File: config.mk
export PLATFORM = sky130hd
export DESIGN_NAME = scanpath_seq_unit
export DESIGN_NICKNAME = d
export VERILOG_FILES = /design/src/rtl/scanpath_pkg.sv /design/src/rtl/scan_ctrl.sv /design/src/rtl/dual_port_cell.sv /design/src/rtl/state_chain.sv /design/src/rtl/example_logic.sv /design/src/rtl/scanpath_seq_unit.sv
export SDC_FILE = /design/constraint.sdc
export NUM_CORES = 1
export LEC_CHECK = 0
export BUFFER_PORTS_ARGS = -buffer_cell sky130_fd_sc_hd__buf_2
export CAP_MARGIN = 20
export CORE_AREA = 3 3 40 42
export CTS_BUF_LIST = sky130_fd_sc_hd__clkbuf_2
export DETAILED_ROUTE_END_ITERATION = 16
export DIE_AREA = 0 0 43 45
export GPL_ROUTABILITY_DRIVEN = 0
export MAX_ROUTING_LAYER = met4
export SYNTH_ARGS = -nofsm -noshare
export SYNTH_HDL_FRONTEND = slang
export SYNTH_SLANG_ARGS = --single-unit
File: constraint.sdc
create_clock -name clk -period 0.9 [get_ports clk]
set_input_delay 0.045 -clock clk [delete_from_list [all_inputs] [get_ports clk]]
set_output_delay 0.045 -clock clk [all_outputs]
set_load 0.05 [all_outputs]
File: src/rtl/scanpath_pkg.sv
package scanpath_pkg;
    localparam int STATE_W = 3;
    localparam int IN_W    = 2;
    localparam int OUT_W   = 2;

    typedef enum logic [1:0] {
        OP_HOLD    = 2'd0,
        OP_CAPTURE = 2'd1,
        OP_SHIFT   = 2'd2,
        OP_CLASH   = 2'd3
    } op_e;
endpackage

File: src/rtl/scan_ctrl.sv
module scan_ctrl
    import scanpath_pkg::*;
(
    input  logic sys_en,
    input  logic tst_en,
    output op_e  op
);
    always_comb begin
        unique case ({sys_en, tst_en})
            2'b10:   op = OP_CAPTURE;
            2'b01:   op = OP_SHIFT;
            2'b11:   op = OP_CLASH;
            default: op = OP_HOLD;
        endcase
    end
endmodule

File: src/rtl/dual_port_cell.sv
module dual_port_cell (
    input  logic clk,
    input  logic rst,
    input  logic cap_en,
    input  logic shf_en,
    input  logic d_cap,
    input  logic d_shf,
    output logic q
);
    logic q_d, q_q;

    always_comb begin
        q_d = q_q;
        if (cap_en)
            q_d = d_cap;
        else if (shf_en)
            q_d = d_shf;
        if (rst)
            q_d = 1'b0;
    end

    always_ff @(posedge clk) begin
        q_q <= q_d;
    end

    assign q = q_q;
endmodule

File: src/rtl/state_chain.sv
module state_chain
    import scanpath_pkg::*;
#(
    parameter int WIDTH = STATE_W
) (
    input  logic             clk,
    input  logic             rst,
    input  op_e              op,
    input  logic             ser_in,
    input  logic [WIDTH-1:0] par_in,
    output logic [WIDTH-1:0] state
);
    logic [WIDTH:0] link;
    logic           cap_en;
    logic           shf_en;

    assign cap_en  = (op == OP_CAPTURE);
    assign shf_en  = (op == OP_SHIFT);
    assign link[0] = ser_in;

    for (genvar i = 0; i < WIDTH; i++) begin : g_cell
        dual_port_cell u_cell (
            .clk    (clk),
            .rst    (rst),
            .cap_en (cap_en),
            .shf_en (shf_en),
            .d_cap  (par_in[i]),
            .d_shf  (link[i]),
            .q      (link[i+1])
        );
    end

    assign state = link[WIDTH:1];
endmodule

File: src/rtl/example_logic.sv
module example_logic
    import scanpath_pkg::*;
(
    input  logic [IN_W-1:0]    x,
    input  logic [STATE_W-1:0] q,
    output logic [STATE_W-1:0] n,
    output logic [OUT_W-1:0]   z
);
    always_comb begin
        n[0] = x[0] ^ q[2];
        n[1] = q[0] | (x[1] & ~q[2]);
        n[2] = (q[1] & x[0]) ^ x[1];
        z[0] = q[0] ^ q[1] ^ x[1];
        z[1] = (q[2] & x[0]) | (q[1] & ~q[0]);
    end
endmodule

File: src/rtl/scanpath_seq_unit.sv
module scanpath_seq_unit
    import scanpath_pkg::*;
(
    input  logic               clk,
    input  logic               rst,
    input  logic               sys_en,
    input  logic               tst_en,
    input  logic               scan_in,
    input  logic [IN_W-1:0]    x_in,
    output logic [OUT_W-1:0]   z_out,
    output logic [STATE_W-1:0] state_out,
    output logic               scan_out,
    output logic               clk_clash
);
    typedef struct packed {
        logic so;
        logic err;
    } edge_t;

    op_e                op;
    logic [STATE_W-1:0] q;
    logic [STATE_W-1:0] nxt;
    edge_t              r_d, r_q;

    scan_ctrl u_ctrl (
        .sys_en (sys_en),
        .tst_en (tst_en),
        .op     (op)
    );

    example_logic u_logic (
        .x (x_in),
        .q (q),
        .n (nxt),
        .z (z_out)
    );

    state_chain #(.WIDTH(STATE_W)) u_chain (
        .clk    (clk),
        .rst    (rst),
        .op     (op),
        .ser_in (scan_in),
        .par_in (nxt),
        .state  (q)
    );

    always_comb begin
        r_d     = r_q;
        r_d.err = (op == OP_CLASH);
        if (op == OP_SHIFT)
            r_d.so = q[STATE_W-1];
        if (rst)
            r_d = '0;
    end

    always_ff @(posedge clk) begin
        r_q <= r_d;
    end

    assign state_out = q;
    assign scan_out  = r_q.so;
    assign clk_clash = r_q.err;
endmodule

# Yosys cells after proc, flatten, opt, wreduce, memory -nomap -nowiden
# Index checks and enable logic that the tools add are counted.
# word_totals
input_bits	7
reg_bits	5
output_inout_bits	7
# op_classes
n_reduce_logical	1
mux	7
n_bitwise	12
eq_ne	6
# op_table
operator	n
2-bit equality test, second input constant	4
1-bit two-way mux	6
2-bit case mux with 3 select lines	1
1-bit AND	4
2-bit by 1-bit equality test with 1-bit output, second input constant	2
1-bit XOR	4
1-bit inverter	2
1-bit bitwise OR	2
2-bit nonzero test	1

# Longest topological paths before layout
# logic_depth
ltp_word	5
ltp_mapped	5
ltp_nobuf	5

# Cells and area by module
# Synthesis repeated with hierarchy kept, for this count alone.
# hier_totals
cells_unflattened	36
hier_area_um2	321.6
# modules_own_cells
mod	cells_each	area_per_inst_um2	seq_area_each_um2	n_inst
dual_port_cell	5	52.6	20.0	3
scanpath_seq_unit	8	76.3	40.0	1
example_logic	9	65.1	0.0	1
state_chain	2	15.0	0.0	1
scan_ctrl	2	7.5	0.0	1

# Worst setup path before layout
# Ideal clock, no wire load.
# synth_path
path_kind	reg2out
startpoint	reg u_chain.g_cell[0].u_cell.q_q
endpoint	out z_out[0]
path_stages_with_launch	4
arrival_time_ns	1.479
slack_ns	-0.624
required_time_ns	0.855
path_buffers	0
path_cell_list	dfxtp_1 inv_1 ha_1 xnor2_1
# synth_between
elab_chain_len	2
# synth_rtl
element	line	rtl
start: declaration	dual_port_cell.sv:10	logic q_d, q_q;
start signal: assignment	dual_port_cell.sv:23	q_q <= q_d;
1-bit XOR (2 in a row)	example_logic.sv:13	z[0] = q[0] ^ q[1] ^ x[1];
end: declaration	scanpath_seq_unit.sv:10	output logic [OUT_W-1:0] z_out,
# No other way between the ends.

# Final worst setup path
# Ends and elaborated chain as after synthesis.

==> results.md <==
- Critical path depth: 4
- H-Tree Depth: 1
- Worst R2R End: u_chain.g_cell[2].u_cell.q$_SDFFE_PP0P_
- CP max FO: 2
- Vias in the first global route: 306
- EDFF count, synth: 0
- RSZ-0062 raised after global routing: true
- Worst setup EP type: output port
- Commonest cells in the netlist: dfxtp_1, ha_1, inv_1, buf_4
- Pwr Total: 943 uW
- Post-DP Area: 498 um2
- Post-synth top area cell: dfxtp_1
- Post-synth top area share: 0.316
- Syn-to-layout area delta: 91.7%
- Failing checks: negative setup slack
- Cell area power density: 1550 nW/um2
- Initial DRC count: 2
- R2r worst-path depth: 4
- Simple-gate share of the synthesized area: 0.182
- Final Non-Filler Cells: 73
- Outcome: finished, violations left
- Top cells by area, synth: dfxtp_1, ha_1, buf_4
- FP Rows: 13
- Largest net degree at the start of global routing: 7
- Fin crit share: 1.34
- Die area: 1940 um2
- Relative slew slack: 0.836
- Worst setup SP type: register
- CP endpoint: z_out[0]
- IO Port Bufs: 13
- CP max stage delay: 0.33 ns
- Top Ports: 14
- Leakage: 0.273 nW
- Slew @ Worst Pin: 0.248 ns
- Sequential fraction of the synthesis area: 0.316
- Req. time, crit path: 0.85 ns
- Critical path buffers and inverters: 2
- Antenna violations before repair: 0
- Dpl cells: 67
- Top FF cell, synth: dfxtp_1
- Utilization after layout: 0.472
- Clk_lat worst skew: 0.23 ns
- Post-Synth Adder-Cell Area: 0.198
- Avg WL per Cell: 10.8 um
- Antenna-violating nets left: 0
- Hold Slack: 0.0447 ns
- Fin crit period: 1.21 ns
- CTS tree: yes
- Core area: 1280 um2
- Hold violation total from the final report: 0
- Share of layout cells above drive strength 1: 0.655
- Yosys reg bits: 5
- Data arrival, critical path: 1.16 ns
- VDD IR max: 0.957 mV
- Synth Net Count: 47
- Via Count: 325
- Total track usage: 0.0997
- First-pass DRT Iterations: 4
- Worst setup path class: register to output port
- R2R Path Start: u_chain.g_cell[1].u_cell.q$_SDFFE_PP0P_
- Main combinational cell family by area after synthesis: adder cells
- Die width: 43 um
- Critical-path cell list: inv_2 -> ha_4 -> xnor2_4 -> buf_6
- Synth warnings: 0
- Final WL: 785 um
- Synth cell types: 20
- Syn_area_per_cell: 9.04 um2
- Final setup viols: 6
- Mux cell area share after synthesis: 0.0316
- Peak Freq: 829 MHz
- Fraction of registers with async set/reset: 0
- Final setup margin: -0.307 ns
- Family with the most delay on the worst path: flip-flops
- Pre-CTS WS: -0.166 ns
- Die Ht: 45 um
- Worst hold path class: primary input to register
- DRC Markers: 0
- Max-cap violations: 0
- CP max-delay cell: dfxtp_2
- Synthesized-area fraction occupied by ao, oa, aoi and oai cells: 0.126
- First-pass GRT wire length: 1.25 mm
- TritonCTS buffer count: 3
- Final Skew: 0.00583 ns
- Final HPWL DP: 602 um
- Flop2flop setup slack: -0.10 ns
- Total clock sinks: 5
- Synthesized instance count: 35
- Grt ovf: 0
- Vias per cell: 4.45
- Initial cell density of the core: 0.246
- Synth Area in XOR/XNOR: 0.0277
- CP startpoint: u_chain.g_cell[0].u_cell.q$_SDFFE_PP0P_
- Post-synth design cell area: 317 um2
- CTS root buf: clkbuf_2
- Clock Path Buffers: 2
- Setup TNS: -0.824 ns
- Antenna fix cells: 0
- Design area: 607 um2
- Worst-path clk slew: 0.07 ns
- Final Max Tran Viols: 0
- Nets: 71
-- cell families (layout without fill, tap and decap cells) --
group	after synthesis	count (layout)
AND/OR/NAND/NOR	10	10
buffers and inverters	7	30
AO/OA/AOI/OAI	6	6
adder cells (fa/ha/maj)	5	5
flip-flops	5	5
XOR/XNOR	1	1
multiplexers	1	1
-- metal layers --
metal / vias to the layer above / part of all wire / global-route usage
met5: - / 0 / -
met4: 0 / 0.014 / 0.0542
met3: 2 / 0.12 / 0.0797
met2: 17 / 0.42 / 0.132
met1: 140 / 0.44 / 0.104
li1: 166 / - / -
-- sequential cells by signal, indices dropped and copies added (netlist names) --
name,flops
u_chain.g_cell.u_cell.q,3
clk_clash,1
scan_out,1
-- worst reg2reg max path, delay by kind of cell (launching register included) --
family	cells	cell delay, ns
compound gates	2	0.15
simple gates	1	0.30
buf+inv	1	0.12
flops	1	0.36
-- power breakdown --
part | total (mW) | internal, mW | switching [mW]
registers | 0.253 | 0.239 | 0.0135
clock network | 0.229 | 0.118 | 0.111
logic | 0.461 | 0.227 | 0.234
-- how the worst min path moves through the flow --
stage               from                                       to  slack, ns  depth (start not counted)
floorplan            rst  u_chain.g_cell[0].u_cell.q$_SDFFE_PP0P_       0.12                          1
global placement     rst                    scan_out$_SDFFE_PP0N_       0.30                          2
detailed placement   rst  u_chain.g_cell[0].u_cell.q$_SDFFE_PP0P_       0.30                          2
CTS                  rst  u_chain.g_cell[1].u_cell.q$_SDFFE_PP0P_       0.04                          2
global route         rst  u_chain.g_cell[1].u_cell.q$_SDFFE_PP0P_       0.04                          2
finish               rst  u_chain.g_cell[1].u_cell.q$_SDFFE_PP0P_       0.04                          2
-- final cells by class --
| type | count | area [um2] |
|---|---|---|
| sequential | 5 | 106 |
| multi-input combinational | 23 | 254 |
| inverter | 4 | 15.0 |
| tap | 15 | 18.8 |
| fill | 125 | 678 |
| timing repair buffer | 22 | 193 |
| clock buffer | 4 | 20.0 |
-- cells in the final DEF, fill, tap and decap left out, drive strengths merged, types with 2 or more instances in the layout --
cell type  Yosys  layout
nor2           2       2
dfxtp          5       5
clkbuf         0       5
inv            4       4
buf            3      21
ha             5       5
a211oi         2       2
-- what timing repair did --
action / 4_1_cts / 5_1_grt
hold buffers: 0 / 0
gates resized for setup: 18 / 4
setup endpoints to repair: 7 / 10
pin swaps: 3 / 0
buffers inserted: 2 / 1
Note: power is estimated with default switching activity, not from simulation.
